### src/rtl/fnma_pkg.sv
package fnma_pkg;

    localparam logic [7:0] OPC_MUL_DS_ADD_S2 = 8'h9D;
    localparam logic [7:0] OPC_MUL_S2D_ADD_S3 = 8'hAD;
    localparam logic [7:0] OPC_MUL_S2S3_ADD_D = 8'hBD;

    typedef enum logic [1:0] {
        FORM_132,
        FORM_213,
        FORM_231,
        FORM_BAD
    } form_e;

    typedef enum logic [2:0] {
        S_IDLE,
        S_ISSUE,
        S_WAIT,
        S_WRITE,
        S_FAULT
    } state_e;

    function automatic form_e decode_form(input logic [7:0] op);
        form_e f;
        unique case (op)
            OPC_MUL_DS_ADD_S2:  f = FORM_132;
            OPC_MUL_S2D_ADD_S3: f = FORM_213;
            OPC_MUL_S2S3_ADD_D: f = FORM_231;
            default:            f = FORM_BAD;
        endcase
        return f;
    endfunction

endpackage

### src/rtl/fnma_steer.sv
module fnma_steer
    import fnma_pkg::*;
#(
    parameter int LANE = 64
) (
    input  form_e             form,
    input  logic [LANE-1:0]   dst_lo,
    input  logic [LANE-1:0]   s2_lo,
    input  logic [LANE-1:0]   s3_lo,
    input  logic [LANE-1:0]   mem_lo,
    input  logic              use_mem,
    output logic [LANE-1:0]   mul_a,
    output logic [LANE-1:0]   mul_b,
    output logic [LANE-1:0]   addend
);

    logic [LANE-1:0] third;

    always_comb begin
        third = use_mem ? mem_lo : s3_lo;
        unique case (form)
            FORM_132: begin
                mul_a  = dst_lo;
                mul_b  = third;
                addend = s2_lo;
            end
            FORM_213: begin
                mul_a  = s2_lo;
                mul_b  = dst_lo;
                addend = third;
            end
            FORM_231: begin
                mul_a  = s2_lo;
                mul_b  = third;
                addend = dst_lo;
            end
            default: begin
                mul_a  = '0;
                mul_b  = '0;
                addend = '0;
            end
        endcase
    end

endmodule

### src/rtl/fnma_round_sel.sv
module fnma_round_sel (
    input  logic       enc_ext,
    input  logic       rc_ovr,
    input  logic       use_mem,
    input  logic [1:0] rc_inst,
    input  logic [1:0] rc_ctl,
    output logic [1:0] rmode
);

    logic take_inst;

    always_comb begin
        take_inst = enc_ext && rc_ovr && !use_mem;
        rmode     = take_inst ? rc_inst : rc_ctl;
    end

endmodule

### src/rtl/fnma_merge.sv
module fnma_merge #(
    parameter int VLEN = 256,
    parameter int LANE = 64
) (
    input  logic [VLEN-1:0] dest,
    input  logic [LANE-1:0] res,
    input  logic            wr_low,
    input  logic            zero_low,
    input  logic            keep_all,
    output logic [VLEN-1:0] merged
);

    localparam int NLANES = VLEN / LANE;

    for (genvar g = 0; g < NLANES; g++) begin : g_lane
        if (g == 0) begin : g_low
            always_comb begin
                if (keep_all)      merged[LANE-1:0] = dest[LANE-1:0];
                else if (wr_low)   merged[LANE-1:0] = res;
                else if (zero_low) merged[LANE-1:0] = '0;
                else               merged[LANE-1:0] = dest[LANE-1:0];
            end
        end else if (g * LANE < 128) begin : g_keep
            assign merged[g*LANE +: LANE] = dest[g*LANE +: LANE];
        end else begin : g_clear
            assign merged[g*LANE +: LANE] = keep_all ? dest[g*LANE +: LANE] : '0;
        end
    end

endmodule

### src/rtl/fnma_wb_unit.sv
module fnma_wb_unit
    import fnma_pkg::*;
#(
    parameter int VLEN = 256,
    parameter int LANE = 64
) (
    input  logic            clk,
    input  logic            rst_n,
    input  logic            start,
    input  logic [7:0]      opcode,
    input  logic            enc_ext,
    input  logic            src3_mem,
    input  logic            rc_ovr,
    input  logic [1:0]      rc_inst,
    input  logic [1:0]      rc_ctl,
    input  logic            mask_on,
    input  logic            mask_k0,
    input  logic            mask_zero,
    input  logic [VLEN-1:0] dest_in,
    input  logic [LANE-1:0] src2_in,
    input  logic [LANE-1:0] src3_in,
    input  logic [LANE-1:0] mem_op,
    output logic            core_go,
    output logic [LANE-1:0] core_mul_a,
    output logic [LANE-1:0] core_mul_b,
    output logic [LANE-1:0] core_addend,
    output logic [1:0]      core_rmode,
    input  logic            core_done,
    input  logic [LANE-1:0] core_result,
    output logic [VLEN-1:0] dest_out,
    output logic            dest_valid,
    output logic            illegal_op,
    output logic            busy
);

    state_e state, state_nx;

    form_e           form_in;
    logic            legal_in;
    logic            wr_in;
    logic [LANE-1:0] a_in, b_in, c_in;
    logic [1:0]      rm_in;

    logic [VLEN-1:0] dest_q;
    logic [LANE-1:0] a_q, b_q, c_q, res_q;
    logic [1:0]      rm_q;
    logic            wr_q, zero_q;
    logic [VLEN-1:0] merged;

    assign form_in  = decode_form(opcode);
    assign legal_in = (form_in != FORM_BAD);
    assign wr_in    = !enc_ext || !mask_on || mask_k0;

    fnma_steer #(.LANE(LANE)) i_steer (
        .form    (form_in),
        .dst_lo  (dest_in[LANE-1:0]),
        .s2_lo   (src2_in),
        .s3_lo   (src3_in),
        .mem_lo  (mem_op),
        .use_mem (src3_mem),
        .mul_a   (a_in),
        .mul_b   (b_in),
        .addend  (c_in)
    );

    fnma_round_sel i_rsel (
        .enc_ext (enc_ext),
        .rc_ovr  (rc_ovr),
        .use_mem (src3_mem),
        .rc_inst (rc_inst),
        .rc_ctl  (rc_ctl),
        .rmode   (rm_in)
    );

    // next-state logic
    always_comb begin
        state_nx = state;
        unique case (state)
            S_IDLE: begin
                if (start) begin
                    if (!legal_in)  state_nx = S_FAULT;
                    else if (wr_in) state_nx = S_ISSUE;
                    else            state_nx = S_WRITE;
                end
            end
            S_ISSUE: state_nx = S_WAIT;
            S_WAIT:  if (core_done) state_nx = S_WRITE;
            S_WRITE: state_nx = S_IDLE;
            S_FAULT: state_nx = S_IDLE;
            default: state_nx = S_IDLE;
        endcase
    end

    // state register
    always_ff @(posedge clk or negedge rst_n) begin
        if (!rst_n) state <= S_IDLE;
        else        state <= state_nx;
    end

    // request capture and result capture
    always_ff @(posedge clk or negedge rst_n) begin
        if (!rst_n) begin
            dest_q <= '0;
            a_q    <= '0;
            b_q    <= '0;
            c_q    <= '0;
            rm_q   <= '0;
            wr_q   <= 1'b0;
            zero_q <= 1'b0;
            res_q  <= '0;
        end else begin
            if (state == S_IDLE && start) begin
                dest_q <= dest_in;
                a_q    <= a_in;
                b_q    <= b_in;
                c_q    <= c_in;
                rm_q   <= rm_in;
                wr_q   <= wr_in;
                zero_q <= !wr_in && mask_zero;
            end
            if (state == S_WAIT && core_done) res_q <= core_result;
        end
    end

    fnma_merge #(.VLEN(VLEN), .LANE(LANE)) i_merge (
        .dest     (dest_q),
        .res      (res_q),
        .wr_low   (wr_q),
        .zero_low (zero_q),
        .keep_all (state == S_FAULT),
        .merged   (merged)
    );

    // outputs
    always_comb begin
        core_go     = (state == S_ISSUE);
        dest_valid  = (state == S_WRITE);
        illegal_op  = (state == S_FAULT);
        busy        = (state != S_IDLE);
        core_mul_a  = a_q;
        core_mul_b  = b_q;
        core_addend = c_q;
        core_rmode  = rm_q;
        dest_out    = merged;
    end

    p_go_pulse_r10: assert property (@(posedge clk) disable iff (!rst_n)
        core_go |=> !core_go);

    p_hold_busy_r10: assert property (@(posedge clk) disable iff (!rst_n)
        busy |=> $stable(dest_q));

    p_mask_skip_r6: assert property (@(posedge clk) disable iff (!rst_n)
        (!busy && start && legal_in && !wr_in) |=> (dest_valid && !core_go));

    p_upper_lanes_r8: assert property (@(posedge clk) disable iff (!rst_n)
        dest_valid |-> (dest_out[127:64] == dest_q[127:64]
                        && (dest_out >> 128) == '0));

    p_illegal_quiet_r9: assert property (@(posedge clk) disable iff (!rst_n)
        illegal_op |-> (!core_go && !dest_valid && dest_out == dest_q));

endmodule

### config.mk
export PLATFORM = sky130hd
export DESIGN_NAME = fnma_wb_unit
export DESIGN_NICKNAME = d
export VERILOG_FILES = /design/src/rtl/fnma_pkg.sv /design/src/rtl/fnma_steer.sv /design/src/rtl/fnma_round_sel.sv /design/src/rtl/fnma_merge.sv /design/src/rtl/fnma_wb_unit.sv
export SDC_FILE = /design/constraint.sdc
export NUM_CORES = 1
export LEC_CHECK = 0
export BUFFER_PORTS_ARGS = -buffer_cell sky130_fd_sc_hd__buf_2
export CAP_MARGIN = 30
export CORE_AREA = 2 2 389 391
export DETAILED_ROUTE_END_ITERATION = 10
export DIE_AREA = 0 0 391 393
export GPL_TIMING_DRIVEN = 0
export RECOVER_POWER = 100
export SLEW_MARGIN = 20
export SYNTH_ARGS = -nofsm -noshare
export SYNTH_HDL_FRONTEND = slang
export SYNTH_SLANG_ARGS = --single-unit
### constraint.sdc
create_clock -name clk -period 2.25 [get_ports clk]
set_input_delay 0.675 -clock clk [delete_from_list [all_inputs] [get_ports clk]]
set_output_delay 0.675 -clock clk [all_outputs]
set_load 0.01 [all_outputs]
==> summary by stage, run 1 <==
Cells and area
The layout overhead on the synthesized area is 55.7%. The number of cells in the finished layout apart from fillers is just under 6,000. The number of nets in the layout is 4,308. In the final layout, the share of cells above drive strength 1 is 0.363. After routing the design area is 37,200 sq um.

The leading cell type in the layout, fill and taps excluded is nand2_1. Leaving out fill and tap cells, the most frequent cells in the layout are 961 x nand2_1, 687 x buf_2, 517 x dfrtp_1.

Min path
The worst hold path was traced through 3 stages. The launch point of the worst hold path is dest_in[170]. The capture endpoint of the worst hold path is dest_q[170].

The class of the tightest hold or removal check is input port to flop.

Timing
The peak clock frequency supported by timing is about 330 MHz. The actual slew at the worst max-slew pin is 0.962 ns. After layout, the minimum clock period comes to a little over 3 ns.

The hold violation count in the final report was 0. The number of setup violations in the final report is 706. The final clock skew is 0.0362 ns. Dividing the final minimum period by the clock period gives 1.35.

The count of pins over their slew limit is 0. Setup repair after global routing could not meet its margin everywhere. Across all setup checks in the final design, the least slack found is -0.789 ns. The remaining max-slew budget at the tightest pin is 0.359.

Logic synthesis
The combined area of all synthesized cells is around 24,000 sq um. The sequential fraction of the synthesis area is 0.544. The fraction of synthesized cell area in xor and xnor cells is 0. The dominant combinational cell family by area after synthesis is simple AND/OR/NAND/NOR gates. The post-synthesis compound-gate area fraction is 0.138. For this run, the leading register cell type out of synthesis is dfrtp_1. Averaged over all synthesized cells, the footprint is slightly above 9 sq um. When the netlist entered floorplanning its net count stood at 3,167. The number of different library cells used by synthesis comes to 37. The number of flops mapped to enable cells by yosys is 0.

During synthesis, Yosys emitted a total of 0 warnings. Measured against the total synthesized area, the mux share comes to 0.0579. The adder-cell share of the synthesized area is 0.00157.

The share of async-settable or async-resettable flops after synthesis is 1.00. Of the total synthesized cell area, the portion taken by AND, OR, NAND and NOR gates is 0.202. In this run, synthesis produced a sequential element count of 519.

The number of instances in the synthesized netlist is 2,630.

CTS
In this run the deepest clock path goes through 3 buffers. Clock-pin slew was measured on the worst setup and hold paths at 0.06 ns. The number of clock buffers added by TritonCTS is 68.

The number of sinks handled by clock tree synthesis is between 500 and 600. The total number of H-tree levels is 3. The TritonCTS clock tree is done. The worst-skew pair later-pin latency is ~0.67 ns. The tree is rooted in a clkbuf_16.

Placement
After detailed placement, the total cell area comes to approximately 32,000 sq um. The count of buffers inserted at the top-level ports is ~1,000. The final weighted congestion in routability-driven placement is 0.996.

The HPWL after detailed placement is ~130 mm. The total placed cells including tap cells is between 5,000 and 6,000. The worst slack after detailed placement is -1.66 ns.

Floorplan
The total die area is 154,000 sq um. The initial standard-cell utilization of the core is 0.160. The chip height is about 400 um. After floorplanning, the core was sized to cover roughly 150,000 sq um. The total number of placement rows is approximately 140. The die extent in x is roughly 390 um. Pin placement for this block handled slightly below 1,000 I/O pins.

Critical path
On the critical path, the stage with the largest delay is an instance of dfrtp_1. The worst path arrival time is about 2.4 ns. At the worst endpoint, the required time is around 1.6 ns. In this run the worst path has a maximum fanout of 8. On the worst path, the slowest cell contributes a delay of around 0.40 ns. The element type at the critical path end is an output pin. The startpoint identified for the worst register-to-register timing path is state[1].

The slack of the worst reg-to-reg path is -0.62 ns. The start-to-end type of the worst setup path is flop to output pin. The critical path goes through nor3b_4 -> o21bai_4 -> clkbuf_16 -> buf_12 -> a22o_1 -> buf_6.

STA classifies the critical path startpoint as a flop. The worst register-to-register path has a depth of 9. The end of the worst register-to-register path is res_q[42].

Global route
In the global route stage, overall resource usage came out at 0.194. The initial antenna violation count is between 60 and 70. The total grt overflow is 0. The first global-routing pass estimated 205 mm of wire.

Entering global routing, the biggest net connects 93 pins. The via count of the first global-routing pass is approximately 25,000.

Flow run
The number of maximum-capacitance constraint violations is 0.

Route
After detailed routing, the average wire length per cell comes to around 27 um. The routed layout has 25,389 vias. The final antenna-violating net count is 0. The iteration count of the initial detailed-routing pass is 6. After the first detailed-routing iteration, the DRC count stood at about 2,000. Dividing the detail-routed via count by the number of cells gives around 4.4. The final routed wirelength across all metal layers is between 150 and 200 mm. After detailed routing, the number of remaining DRC violations is 0.

Run status
The flow ran to the end, but the final reports show violations. The checks that failed: negative setup slack.

Power
The total power of the final layout is approximately 35 mW. The power per cell area is about 940 nW/um^2. The leakage power is 18.2 nW. The worst-case IR drop observed on VDD is between 500 and 600 uV.
-- logic make-up after synthesis --
logic type | after synthesis
AO/OA/AOI/OAI | 523
adder cells (fa/ha/maj) | 3
flip-flops | 519
buffers and inverters | 273
multiplexers | 130
AND/OR/NAND/NOR | 1182
-- metal layers --
| layer | vias to the layer above | GRT usage | part of all wire |
|---|---|---|---|
| li1 | 11107 | - | - |
| met1 | 12629 | 0.242 | 0.41 |
| met2 | 1349 | 0.306 | 0.45 |
| met3 | 278 | 0.0678 | 0.10 |
| met4 | 26 | 0.0743 | 0.037 |
| met5 | - | 0 | 0.00092 |
-- per-stage QoR --
step                      hold slack (ns)   TNS, ns   util
after global placement              0.450  -6704.88  0.211
after global routing                0.155   -327.59  0.249
after CTS                           0.111   -321.48  0.238
after detailed placement            0.454   -577.37  0.214
final                               0.182   -223.07  0.249
after floorplan                     0.379    -26.16      -
-- sequential cells by signal, summed over array words and instances (netlist names) --
name,cells
res_q,64
core_addend,64
dest_q,256
core_mul_b,64
state,3
zero_q,1
core_mul_a,64
wr_q,1
core_rmode,2
-- synthesized netlist by cell type (all sizes together) (2+ instances only) --
cell type / n / area [sq um]
ha: 3 / 37.5
o22ai: 64 / 400
clkbuf: 157 / 589
buf: 111 / 759
and2: 128 / 801
a22o: 65 / 569
nand2: 967 / 3630
nor3b: 2 / 15.0
o21ai: 195 / 976
dfrtp: 519 / 13000
a311oi: 2 / 23.8
a32oi: 64 / 561
a211oi: 2 / 15.0
a21oi: 65 / 329
nand3b: 3 / 22.5
nor2: 73 / 274
inv: 4 / 15.0
a31oi: 64 / 400
nor3: 2 / 15.0
mux2i: 66 / 661
mux2: 64 / 721
-- area by class of cell --
| type | count | area [sq um] |
|---|---|---|
| clock inverters | 30 | 387 |
| plain buffers | 260 | 2630 |
| diodes | 30 | 75.1 |
| flip-flops and latches | 519 | 13000 |
| fillers | 16237 | 112000 |
| inverters | 5 | 28.8 |
| clock buffers | 93 | 1940 |
| well taps | 1944 | 2430 |
| repair buffers | 1079 | 6570 |
| multi-input cells | 1838 | 10100 |
-- critical path, delay by kind of cell (launching register included) --
kind	cells	cell delay [ns]
compound gates	2	0.44
simple gates	1	0.17
buf+inv	3	0.56
flops	1	0.40
-- report_power, final --
part           leakage (nW)  internal [mW]  switching (mW)  total, mW
Clock                  1.14           6.71            4.86       11.6
Sequential             6.65           11.3            1.18       12.5
Combinational          10.4           4.94            6.13       11.1
Total                  18.2           23.0            12.2       35.1
-- worst max path at each step --
stage                 endpoint       from  depth (start not counted)
2_1_floorplan    core_mul_a[0]  opcode[1]                         12
3_3_place_gp       dest_q[102]      rst_n                          1
3_5_place_dp   core_addend[56]  opcode[1]                         12
4_1_cts           dest_out[55]   state[2]                          9
5_1_grt           dest_out[24]   state[1]                          6
6_report          dest_out[24]   state[2]                          6
-- repair_timing --
action                                 4_1_cts  5_1_grt
setup endpoints to repair                  709      801
setup buffers                               16       32
cloned                                      11       22
pin swaps                                   18       44
resized for setup                          248      508
endpoints found under the hold margin       28        0
hold buffers                                 1        0
No activity file was read; power rests on OpenSTA's default activity.
==> inputs of run 2 (changes only) <==
PLACE_DENSITY_LB_ADDON = 0.2   (was unset)
==> summary by stage, run 2 (same netlist as run 1, synthesis figures left out) <==
Power
The reported net switching power is around 12 mW. The part of the total power dissipated in combinational logic is 0.318. The part of the total power dissipated in sequential elements is 0.346. The power share of the clock group is 0.336. The worst-case IR drop observed on VDD is ~460 uV.

The switching portion of total power is 0.336. Summed over all cells, the static leakage comes to between 15 and 20 nW. The internal power is about 24 mW. The power per cell area is between 900 and 1000 nW/um^2. The total power of the final layout is ~36 mW.

Route
The iteration count of the initial detailed-routing pass is 5. For this block, the routed nets add up to around 150 mm of wire. The detail-routed via count per cell is around 4.3. After detailed routing, the number of remaining DRC violations is 0. The final antenna-violating net count is 0. The routed layout has between 20,000 and 25,000 vias. The mean routed wirelength per cell is around 26 um. The detailed router finished its first iteration with ~1,400 violations.

Timing
Counting I/O delays and the setup requirement, the final critical path takes approximately 3.0 ns. Timing would allow up to between 300 and 400 MHz. The number of setup violations in the final report is 932.

The remaining max-slew budget at the tightest pin is 0.268. The count of pins over their slew limit is 0. The hold violation count in the final report came to 0. The tightest hold path in the finished design has a slack of approximately 0.19 ns. Of the available clock period, the critical path in the final layout requires 1.34. Adding up every negative setup slack in the final design gives -375.55 ns. At the pin with the least slew margin, the transition time is ~1.1 ns. Setup repair after global routing could not meet its margin everywhere. Once routing completed, OpenROAD measured the worst setup slack at -0.763 ns. On the final layout, the worst clock skew is a little under 0.03 ns.

Critical path
The setup path with the least slack is of type flop to output pin. At the worst endpoint, the required time is 1.57 ns. The startpoint type of the worst setup path is a flop. Data arrives at the worst endpoint at ~2.3 ns.

The cell with the biggest individual delay on the critical path is dfrtp_2. The element type at the critical path end is an output pin. Walking the worst path, the cells encountered are nor3b_4 -> o21bai_4 -> buf_8 -> buf_12 -> buf_12 -> a22o_1 -> buf_2.

The largest single stage delay on the critical path is 0.44 ns. Of all nets on the critical path, the largest fanout is 7. The most numerous cell type found on the critical path is buf_12.

Global route
The first-pass GRT wire length is between 200 and 250 mm. The total grt overflow is 0. For this run, the total global-route usage over all layers was measured as 0.190. The initial antenna violation count was 42.

The via count of the first global-routing pass came to about 25,000. Entering global routing, the biggest net connects 84 pins.

CTS
The total number of H-tree levels is 3. The TritonCTS clock tree is done. After clock tree synthesis, the clock-pin slew on the worst setup and hold paths is approximately 0.06 ns. The maximum clock insertion buffer count is 3. The total clock buffers created by CTS is 71.

The cell chosen for the clock root is clkbuf_16. The number of sinks handled by clock tree synthesis is ~520. The worst-skew pair later-pin latency is 0.67 ns.

Floorplan
The area of the core is around 150,000 sq um. The die is roughly 390 um tall. During I/O placement, the number of pins put on the boundary was ~1,000.

The total die area is ~150,000 sq um. The die is 391 um wide. The total number of placement rows is approximately 140. The initial utilization of the core area, before any placement, comes to 0.160.

Placement
The total placed cells including tap cells is about 5,600. Buffers placed on the I/O ports in this run total 986. Timing analysis after detailed placement gives a worst setup slack of -1.81 ns. At the end of routability-driven placement, the weighted congestion stood at a little under 0.9.

The total placed instance area is about 32,000 sq um. The HPWL after detailed placement is between 100 and 150 mm.

Cells and area
The leading cell type in the layout, fill and taps excluded is nand2_1. Measured on the finished design, the core utilization comes to 0.256. Leaving out fill and tap cells, the most frequent cells in the layout are 966 x nand2_1, 602 x buf_2, 517 x dfrtp_1. The number of nets in the layout is around 4,300. Of the cells placed in the final design, the portion with a size suffix greater than 1 is 0.380. The largest register by flop count is dest_q. The filler cells instantiated in the layout total roughly 17,000. The post-route standard cell area excluding fillers is around 38,000 sq um.

The number of cells in the finished layout apart from fillers is between 5,000 and 6,000. The register with the most flip-flops in the layout has approximately 260 of them. From synthesis to final layout, the design area changed by 60.2%.

Run status
The checks that failed: negative setup slack. The flow ran to the end, but the final reports show violations.

Flow run
The tool flagged a number of max-cap violations equal to 0.

Min path
The class of the tightest hold or removal check is input port to flop.
-- run 2: area by class of cell --
cell class | count | area, sq um | share of cell area
multi-input combinational | 1838 | 10400 | 0.273
timing repair buffer | 1085 | 7260 | 0.190
sequential | 519 | 13000 | 0.340
antenna | 14 | 35.0 | 0.000916
inverter | 5 | 28.8 | 0.000752
clock buffer | 108 | 2200 | 0.0575
tap | 1944 | 2430 | 0.0636
clock inverter | 22 | 253 | 0.00661
buffer | 262 | 2610 | 0.0682
-- run 2: worst max-delay path, delay by kind of cell, from the launching register on --
| kind | cells | cell delay, ns |
|---|---|---|
| buffers and inverters | 4 | 0.65 |
| flip-flops | 1 | 0.44 |
| AO/OA/AOI/OAI | 2 | 0.34 |
| AND/OR/NAND/NOR | 1 | 0.23 |
-- run 2: final timing paths --
check	start	endpoint	slack (ns)	depth (start not counted)
max	state[1]	dest_out[14]	-0.76	7
min	dest_in[95]	dest_q[95]	0.19	3
max reg2reg	state[0]	core_mul_b[58]	-0.72	14
min reg2reg	dest_q[129]	dest_q[129]	0.47	2
max in group asynchronous	rst_n	dest_q[35]	-0.48	5
min in group asynchronous	rst_n	dest_q[181]	0.58	2
-- run 2: per-layer routing --
| metal | global-route usage | routed length, um | vias up |
|---|---|---|---|
| met3 | 0.0524 | 12200 | 217 |
| met4 | 0.0501 | 3720 | 26 |
| met1 | 0.233 | 62800 | 12354 |
| met5 | 0 | 184 | - |
| met2 | 0.325 | 74600 | 933 |
| li1 | - | - | 11136 |
-- run 2: power by group through the flow --
stage	clock network (mW)	registers [mW]	logic, mW
global placement	0	12.5	8.91
global route	12.8	12.7	12.3
finish	12.1	12.5	11.5
floorplan	0	12.3	4.44
detailed placement	0	12.6	9.05
CTS	12.5	12.4	10.4
-- run 2: what timing repair did --
action                                  in CTS  in global routing
resized for setup                          357                441
endpoints found under the setup margin     678                708
hold endpoints to repair                     9                  0
pin swaps                                   33                144
gates cloned                                12                 22
setup buffers                               37                 14
hold buffers                                 1                  0
